===== config.mk =====
export PLATFORM = sky130hd
export DESIGN_NAME = pack_addr_gen
export DESIGN_NICKNAME = d
export VERILOG_FILES = /design/src/rtl/pack_addr_gen.sv
export SDC_FILE = /design/constraint.sdc
export NUM_CORES = 1
export LEC_CHECK = 0
export ABC_AREA = 1
export BUFFER_PORTS_ARGS = -buffer_cell sky130_fd_sc_hd__buf_2
export CAP_MARGIN = 20
export CORE_AREA = 2 2 72 74
export CTS_CLUSTER_SIZE = 16
export DETAILED_ROUTE_END_ITERATION = 10
export DIE_AREA = 0 0 74 76
export GPL_TIMING_DRIVEN = 0
export PLACE_DENSITY = 0.6
export SETUP_SLACK_MARGIN = 0.3
export SLEW_MARGIN = 20
export SYNTH_ARGS = -nofsm -noshare
export SYNTH_HDL_FRONTEND = slang
export SYNTH_SLANG_ARGS = --single-unit

===== constraint.sdc =====
create_clock -name clk -period 1.63 [get_ports clk]
set_clock_uncertainty 0.2 [all_clocks]
set_input_delay 0.0815 -clock clk [delete_from_list [all_inputs] [get_ports clk]]
set_output_delay 0.0815 -clock clk [all_outputs]
set_load 0.03 [all_outputs]

===== src/rtl/pack_addr_gen.sv =====
module pack_addr_gen #(
  parameter int unsigned MODE        = 2,
  parameter int unsigned ARRAY_BYTES = 131072,
  parameter bit          HAS_ID      = 1'b1,
  parameter logic [7:0]  ID_VALUE    = 8'h01,
  localparam int unsigned AW = $clog2(ARRAY_BYTES)
) (
  input  logic          clk,
  input  logic          rst_n,
  input  logic          ln_step,
  input  logic          ln_clear,
  input  logic          ln_page_n,
  input  logic          ln_oe_n,
  input  logic          ln_sel_n,
  input  logic [7:0]    bus_in,
  input  logic [7:0]    mem_rdata,
  output logic [AW-1:0] mem_addr,
  output logic [7:0]    bus_out,
  output logic          bus_drive
);

  localparam int unsigned CW = (MODE == 0) ? AW - 1 : 7;
  localparam int unsigned PW = (MODE == 0) ? 1 : ((MODE == 1) ? AW - 8 : 6);
  localparam int unsigned SW = (MODE == 2) ? AW - 14 : 1;
  localparam logic [4:0]  IDLE_LINES = 5'b11100;

  // line order: {sel_n, oe_n, page_n, clear, step}
  logic [4:0] s1_q, s2_q, last_q;
  logic [7:0] d1_q, d2_q;

  always_ff @(posedge clk or negedge rst_n) begin
    if (!rst_n) begin
      s1_q   <= IDLE_LINES;
      s2_q   <= IDLE_LINES;
      last_q <= IDLE_LINES;
      d1_q   <= '0;
      d2_q   <= '0;
    end else begin
      s1_q   <= {ln_sel_n, ln_oe_n, ln_page_n, ln_clear, ln_step};
      s2_q   <= s1_q;
      last_q <= s2_q;
      d1_q   <= bus_in;
      d2_q   <= d1_q;
    end
  end

  logic step_s, clear_s, page_s, oe_s, sel_s;
  assign {sel_s, oe_s, page_s, clear_s, step_s} = s2_q;

  logic step_fall, page_fall, sel_rise;
  assign step_fall = last_q[0] & ~step_s;
  assign page_fall = last_q[2] & ~page_s;
  assign sel_rise  = ~last_q[4] & sel_s;

  logic [CW-1:0] cnt_q;
  always_ff @(posedge clk or negedge rst_n) begin
    if (!rst_n)         cnt_q <= '0;
    else if (clear_s)   cnt_q <= '0;
    else if (step_fall) cnt_q <= cnt_q + 1'b1;
  end

  logic [PW-1:0] page_q;
  logic [SW-1:0] seg_q;

  generate
    if (MODE == 0) begin : g_linear
      assign page_q   = '0;
      assign seg_q    = '0;
      assign mem_addr = {cnt_q, step_s};
    end else begin : g_paged
      always_ff @(posedge clk or negedge rst_n) begin
        if (!rst_n)         page_q <= '0;
        else if (clear_s)   page_q <= '0;
        else if (page_fall) page_q <= page_q + 1'b1;
      end
      if (MODE == 1) begin : g_flat
        assign seg_q    = '0;
        assign mem_addr = {page_q, cnt_q, step_s};
      end else begin : g_seg
        always_ff @(posedge clk or negedge rst_n) begin
          if (!rst_n) seg_q <= '0;
          else if (sel_rise && clear_s && oe_s && !page_s) seg_q <= d2_q[SW-1:0];
        end
        assign mem_addr = {seg_q, page_q, cnt_q, step_s};

        p_seg_hold_r7: assert property (@(posedge clk) disable iff (!rst_n)
          (last_q[4] == sel_s) |=> $stable(seg_q));
        p_seg_clear_keep_r7: assert property (@(posedge clk) disable iff (!rst_n)
          (clear_s && !sel_rise) |=> $stable(seg_q));
      end

      p_page_rise_r6: assert property (@(posedge clk) disable iff (!rst_n)
        (!clear_s && !last_q[2] && page_s) |=> $stable(page_q));
      p_page_zero_r3: assert property (@(posedge clk) disable iff (!rst_n)
        clear_s |=> (page_q == '0));
    end
  endgenerate

  assign bus_drive = ~sel_s & ~oe_s;
  assign bus_out   = (HAS_ID && clear_s) ? ID_VALUE : mem_rdata;

  p_cnt_zero_r3: assert property (@(posedge clk) disable iff (!rst_n)
    clear_s |=> (cnt_q == '0));
  p_step_rise_r2: assert property (@(posedge clk) disable iff (!rst_n)
    (!clear_s && !last_q[0] && step_s) |=> $stable(cnt_q));
  p_step_fall_r2: assert property (@(posedge clk) disable iff (!rst_n)
    (!clear_s && step_fall) |=> (cnt_q == $past(cnt_q) + 1'b1));
  p_id_byte_r9: assert property (@(posedge clk) disable iff (!rst_n)
    (HAS_ID && bus_drive && clear_s) |-> (bus_out == ID_VALUE));
  p_bit0_r1: assert property (@(posedge clk) disable iff (!rst_n)
    $rose(s2_q[0]) |-> mem_addr[0]);

endmodule


==> run_results.csv, run 1 <==
group,metric,value,unit
critical_path,crit_buf_inv,2,
power_and_ir_drop,power.density,939.3,mW/mm^2
clock_tree,insertion_delay,280,ps
critical_path,critPathTopFamily,"flip-flops",
floorplan,dieArea,0.005624,mm^2
finish,nNetsFinal,226,
sta,final.setup.tns,0,ps
clock_tree,clk_pin_slew,80,ps
placement,place_inst,249,
finish,final_cell_mix,"buf_2 (32), inv_1 (20), dfrtp_1 (20)",
sta,rsz0062_at_grt,"true",
critical_path,crit_top_cell,"buf_6",
synthesis,ys_seq_elements,35,
floorplan,start_util,28.78,%
floorplan,pin_count,49,
synthesis,yosys.cell_types.count,25,
placement,io_buffers,43,
placement,dp_hpwl,1678,um
clock_tree,cts_made_buffers,5,
sta,setup_viol,0,
critical_path,max_stage_delay,370,ps
critical_path,worst-path-max-fanout,3,
sta,hold_viol_final,0,
global_route,grt_pass1_wl,4643,um
clock_tree,clockBufferDepth,2,
synthesis,yosysWarningCount,0,
power_and_ir_drop,p_seq_share,46.4,%
synthesis,syn-num-nets,161,
critical_path,r2r_cells,5,
critical_path,cp_cell_sequence,"buf_6 > or2_4 > buf_6",
placement,gp_congestion,0.6738,
sta,setup_ws,203.2,ps
finish,drive_gt1_share,50.00,%
route,wl,2730,um
power_and_ir_drop,comb_power_share,14.6,%
clock_tree,htree_num_levels,2,
clock_tree,cts_tree,"done",
route,wl_per_cell,10.04,um
clock_tree,cts.sink_count,35,
synthesis,postSynthCellCount,136,
synthesis,avgSynthCellArea,10.40,um^2
synthesis,yosys.area.top_type,"dfrtp_1",
sta,tightest_slew,485.4,ps
global_route,grt_max_degree,36,
route,ant_nets,0,
global_route,gr-usage-all-layers,10.50,%
finish,instances_no_fill,272,
hold_path,hold_path.class,"in -> async",
route,first_pass_iters,4,
finish,final_common_cell,"buf_2",
finish,antenna_cells,0,
power_and_ir_drop,leakage,1.052,nW
route,dr.first_iter.drc_count,27,
power_and_ir_drop,netSwitchingFraction,25.99,%
global_route,grt_pass1_vias,1058,
floorplan,fp.dieW,74,um
sta,slew_violations,0,
power_and_ir_drop,clkPwrFrac,38.9,%
floorplan,rows,26,
synthesis,yosys-top-cells-area,"dfrtp_1 (48%), dfstp_2 (15%), inv_1 (5.3%)",
global_route,grt-ovfl-total,0,
sta,period_needed,1427,ps
outcome,status,"finished, final reports clean",
synthesis,synth_top_area_share,47.79,%
critical_path,crit_path_start_kind,"flop",
critical_path,critPathLaunch,"s2_q[1]",
global_route,antenna_found_initial,0,
critical_path,critical_path_arrival,1150,ps
sta,max_slew_margin,67.64,%
critical_path,required,1350,ps
finish,seqCellArea,894.6,um^2
power_and_ir_drop,switchingPower,530.6,uW
sta,fin_crit_sh,87.54,%
power_and_ir_drop,cellInternalPower,1.511,mW
sta,max_freq,700.9,MHz
critical_path,path_depth,3,
floorplan,die_h,76,um
power_and_ir_drop,ir_drop,640.1,uV
route,routed_via_density,3.930,
floorplan,core,0.004912,mm^2
job,drv_cap,0,
route,vias,1069,
placement,dp_slack,310.1,ps
finish,fillCellCount,483,
synthesis,ys_seq_area_share,62.65,%
route,drc,0,
finish,multi_input_area,493.0,um^2
finish,syn_to_final_growth,53.72,%
clock_tree,root_buffer,"clkbuf_8",
critical_path,reg2reg_from,"last_q[2]",
synthesis,syn_area,0.001414,mm^2
critical_path,critPathKind,"reg -> out",
critical_path,slowest_stage,"dfrtp_1",
critical_path,end_kind,"primary output",
[metrics by stage]
step           power (mW)  cell area [um^2]  hold slack [ps]  utilization, %
2_1_floorplan       1.097              1424           -414.1               -
3_3_place_gp        1.179              1727           -13.27           35.15
3_5_place_dp        1.183              1727           -12.36           35.15
4_1_cts             2.050              2092            152.7           42.59
5_1_grt             2.143              2173            161.9           44.24
6_report            2.041              2173            120.9           44.24
[worst reg2reg max path, delay by kind of cell, from the launching register on]
family           cells  cell delay [ps]
DFF                  1              580
and+or+nand+nor      5              400
[cells in the mapped netlist (all sizes together)]
master	n
buf	3
dfrtp	27
nor3	2
nand3	6
nand2	19
dfstp	8
a21oi	7
ha	2
inv	24
o21ai	10
nor2	24
or2	1
nand4	2
nor4	1
[power groups by stage]
stage          combinational (mW)  clock (mW)  sequential (mW)
4_1_cts                     0.280       0.822            0.948
3_5_place_dp                0.219           0            0.964
6_report                    0.299       0.795            0.948
5_1_grt                     0.322       0.866            0.956
3_3_place_gp                0.216           0            0.963
2_1_floorplan              0.0918           0             1.01
[final cells by class]
class	instances	share of cell area [%]
sequential	35	41.16
clock inverter	3	2.188
multi-input combinational	74	22.68
buffer	3	1.554
tap	70	4.030
inverter	24	4.721
timing repair buffer	58	20.50
clock buffer	5	3.166
[worst paths after layout]
path / endpoint / slack (ps)
max: bus_out[0] / 200
min: s1_q[1] / 120
max reg2reg: page_q[5] / 340
min reg2reg: s2_q[0] / 150
max in group asynchronous: s2_q[0] / 740
min in group clk: s2_q[0] / 150
[metal layers]
| metal | vias up | GRT usage [%] | routed length [um] |
|---|---|---|---|
| met1 | 496 | 12.96 | 1219 |
| met2 | 19 | 17.59 | 1407 |
| met5 | - | 0 | 0 |
| li1 | 552 | - | - |
| met3 | 2 | 3.175 | 85 |
| met4 | 0 | 2.727 | 18 |
[logic make-up (layout without fill, tap and decap cells)]
logic type | after synthesis | in the layout | share of synthesized area (%)
and+or+nand+nor | 55 | 55 | 21.15
DFF | 35 | 35 | 62.65
buffers and inverters | 27 | 93 | 8.142
AOI/OAI and AO/OA | 17 | 17 | 6.283
adders and majority gates | 2 | 2 | 1.770
[sequential cells by signal, summed over array words and instances (netlist names)]
signal / cells
page_q: 6
s1_q: 5
s2_q: 5
d2_q: 3
d1_q: 3
cnt_q: 7
last_q: 3
seg_q: 3
[repair_timing]
item | CTS | global route
pin swaps | 8 | 5
hold endpoints to repair | 35 | 0
endpoints found under the setup margin | 11 | 28
hold buffers | 9 | 0
cloned | 0 | 1
setup buffers | 3 | 2
gates resized for setup | 37 | 13
Note: power is estimated with default switching activity, not from simulation.
==> run 2, diff against run 1 <==
==> constraint.sdc (replaced) <==
create_clock -name clk -period 1.63 [get_ports clk]
set_clock_uncertainty 0.2 [all_clocks]
set_input_delay 0.163 -clock clk [delete_from_list [all_inputs] [get_ports clk]]
set_output_delay 0.163 -clock clk [all_outputs]
set_load 0.03 [all_outputs]
==> run 2 against run 1 <==
Net effect:
- power up 0.26%
- register-to-register slack hardly changed
- largest power group unchanged
- largest cell class unchanged
- cell count rose by 0.37%
- non-clock buffer count increased by 1
- die area is the same
- sequential share of layout area decreased by 0.26 points
- critical path depth stayed put
- the run now ends with negative hold slack left
==> run_results.csv, run 2 (synthesis results as in run 1) <==
group,metric,value,unit
finish,final_cell_mix,"buf_2 (32), inv_1 (20), dfrtp_1 (20)",
finish,fillCellCount,477,
sta,hold_ws,-231.9,ps
route,ant_nets,0,
placement,dp_hpwl,1678,um
route,wl,2789,um
route,routed_via_density,3.938,
job,drv_cap,0,
finish,antenna_cells,0,
clock_tree,clockBufferDepth,2,
finish,regMostFlops,"cnt_q",
clock_tree,cts.sink_count,35,
finish,final_common_cell,"buf_2",
placement,gp_congestion,0.6738,
floorplan,start_util,28.78,%
floorplan,die_h,76,um
sta,max_slew_margin,46.64,%
clock_tree,clk_pin_slew,70,ps
power_and_ir_drop,leakage,1.059,nW
sta,rsz0062_at_grt,"true",
floorplan,fp.dieW,74,um
global_route,use_met3,3.175,%
finish,syn_to_final_growth,54.69,%
route,wl_per_cell,10.22,um
floorplan,dieArea,0.005624,mm^2
critical_path,required,1270,ps
critical_path,crit_path_start_kind,"flop",
global_route,grt_pass1_wl,4719,um
route,first_pass_iters,4,
finish,largest_reg_flops,7,
sta,max_freq,662.8,MHz
floorplan,pin_count,49,
critical_path,end_kind,"primary output",
sta,slew_violations,0,
critical_path,critPathKind,"reg -> out",
finish,nNetsFinal,227,
clock_tree,cts_made_buffers,5,
placement,placed_area,0.001727,mm^2
hold_path,hold_path.class,"in -> async",
global_route,grt_max_degree,36,
clock_tree,cts_tree,"done",
sta,hold_viol_final,27,
global_route,gr-usage-all-layers,10.69,%
placement,io_buffers,43,
finish,stdcell_area,0.002187,mm^2
clock_tree,holdBufCountCts,8,
global_route,grt_util_met2,17.95,%
power_and_ir_drop,power.density,935.8,mW/mm^2
sta,tightest_slew,800.4,ps
route,dr.first_iter.drc_count,28,
clock_tree,htree_num_levels,2,
route,vias,1075,
critical_path,worst-path-max-fanout,3,
global_route,antenna_found_initial,0,
power_and_ir_drop,ir_drop,668.3,uV
finish,seqCellArea,894.6,um^2
sta,setup_viol,0,
finish,multi_input_area,498.0,um^2
global_route,grt.busiest_layer,"met2",
clock_tree,insertion_delay,280,ps
finish,drive_gt1_share,50.74,%
critical_path,critical_path_arrival,1150,ps
floorplan,core,0.004912,mm^2
finish,largestRegisters,"cnt_q (7), page_q (6)",
floorplan,rows,26,
sta,fin_crit_sh,92.57,%
global_route,grt_pass1_vias,1073,
finish,utilization,44.52,%
global_route,use_met1,13.21,%
outcome,status,"complete, but fails checks",
sta,period_needed,1509,ps
sta,final.setup.tns,0,ps
global_route,grt-ovfl-total,0,
route,drc,0,
outcome,violations,"negative hold slack",
clock_tree,root_buffer,"clkbuf_8",
-- run 2: cell types whose count changed in the layout (fill, tap and decap cells not counted), sizes merged --
| cell | change |
|---|---|
| buf | +2 |
| dlygate4sd3 | -1 |
-- run 2: timing repair --
item,in CTS,in global routing
endpoints found under the setup margin,11,23
hold endpoints to repair,35,27
gates cloned,0,1
resized for setup,41,10
pin swaps,8,5
buffers inserted,4,3
-- run 2: critical path: stages (launching register included) --
cell	delay, ps
dfrtp_1	370
buf_6	120
or2_4	240
buf_6	130
-- run 2: per-stage QoR --
stage / cells / total power [mW] / setup slack (ps)
after detailed placement: 249 / 1.183 / 297.9
after floorplan: 136 / 1.097 / 292.5
after global placement: 249 / 1.179 / 299.6
after global routing: 273 / 2.146 / 80.06
after CTS: 269 / 2.055 / 127.6
final: 273 / 2.047 / 121.2
-- run 2: routing by layer --
| layer | share of wire [%] | up-vias | wire length, um |
|---|---|---|---|
| met5 | 0 | - | 0 |
| met4 | 0.65 | 0 | 18 |
| met3 | 3.0 | 2 | 85 |
| met2 | 52 | 19 | 1440 |
| met1 | 45 | 500 | 1245 |
| li1 | - | 554 | - |
-- run 2: worst paths after layout --
path | start | to | slack [ps] | cells after the start
worst max-delay path | s2_q[1] | bus_out[0] | 120 | 3
worst min-delay path | rst_n | page_q[2] | -230 | 1
worst max register to register | last_q[2] | page_q[5] | 340 | 5
worst min register to register | s1_q[0] | s2_q[0] | 150 | 0
max in group asynchronous | rst_n | s2_q[0] | 910 | 1
min in group clk | s1_q[0] | s2_q[0] | 150 | 0
-- run 2: cell type report --
type                            count  area share [%]
Clock inverter                      3           2.174
Clock buffer                        5           3.146
Sequential cell                    35           40.90
Tap cell                           70           4.005
Multi-Input combinational cell     74           22.77
Inverter                           24           4.691
Buffer                              3           1.716
Timing Repair Buffer               59           20.59
-- run 2: report_power, final --
group	leakage (nW)	internal, mW	switching [mW]
Sequential	0.419	0.922	0.0270
Combinational	0.581	0.126	0.175
Clock	0.0587	0.463	0.334
Total	1.06	1.51	0.535
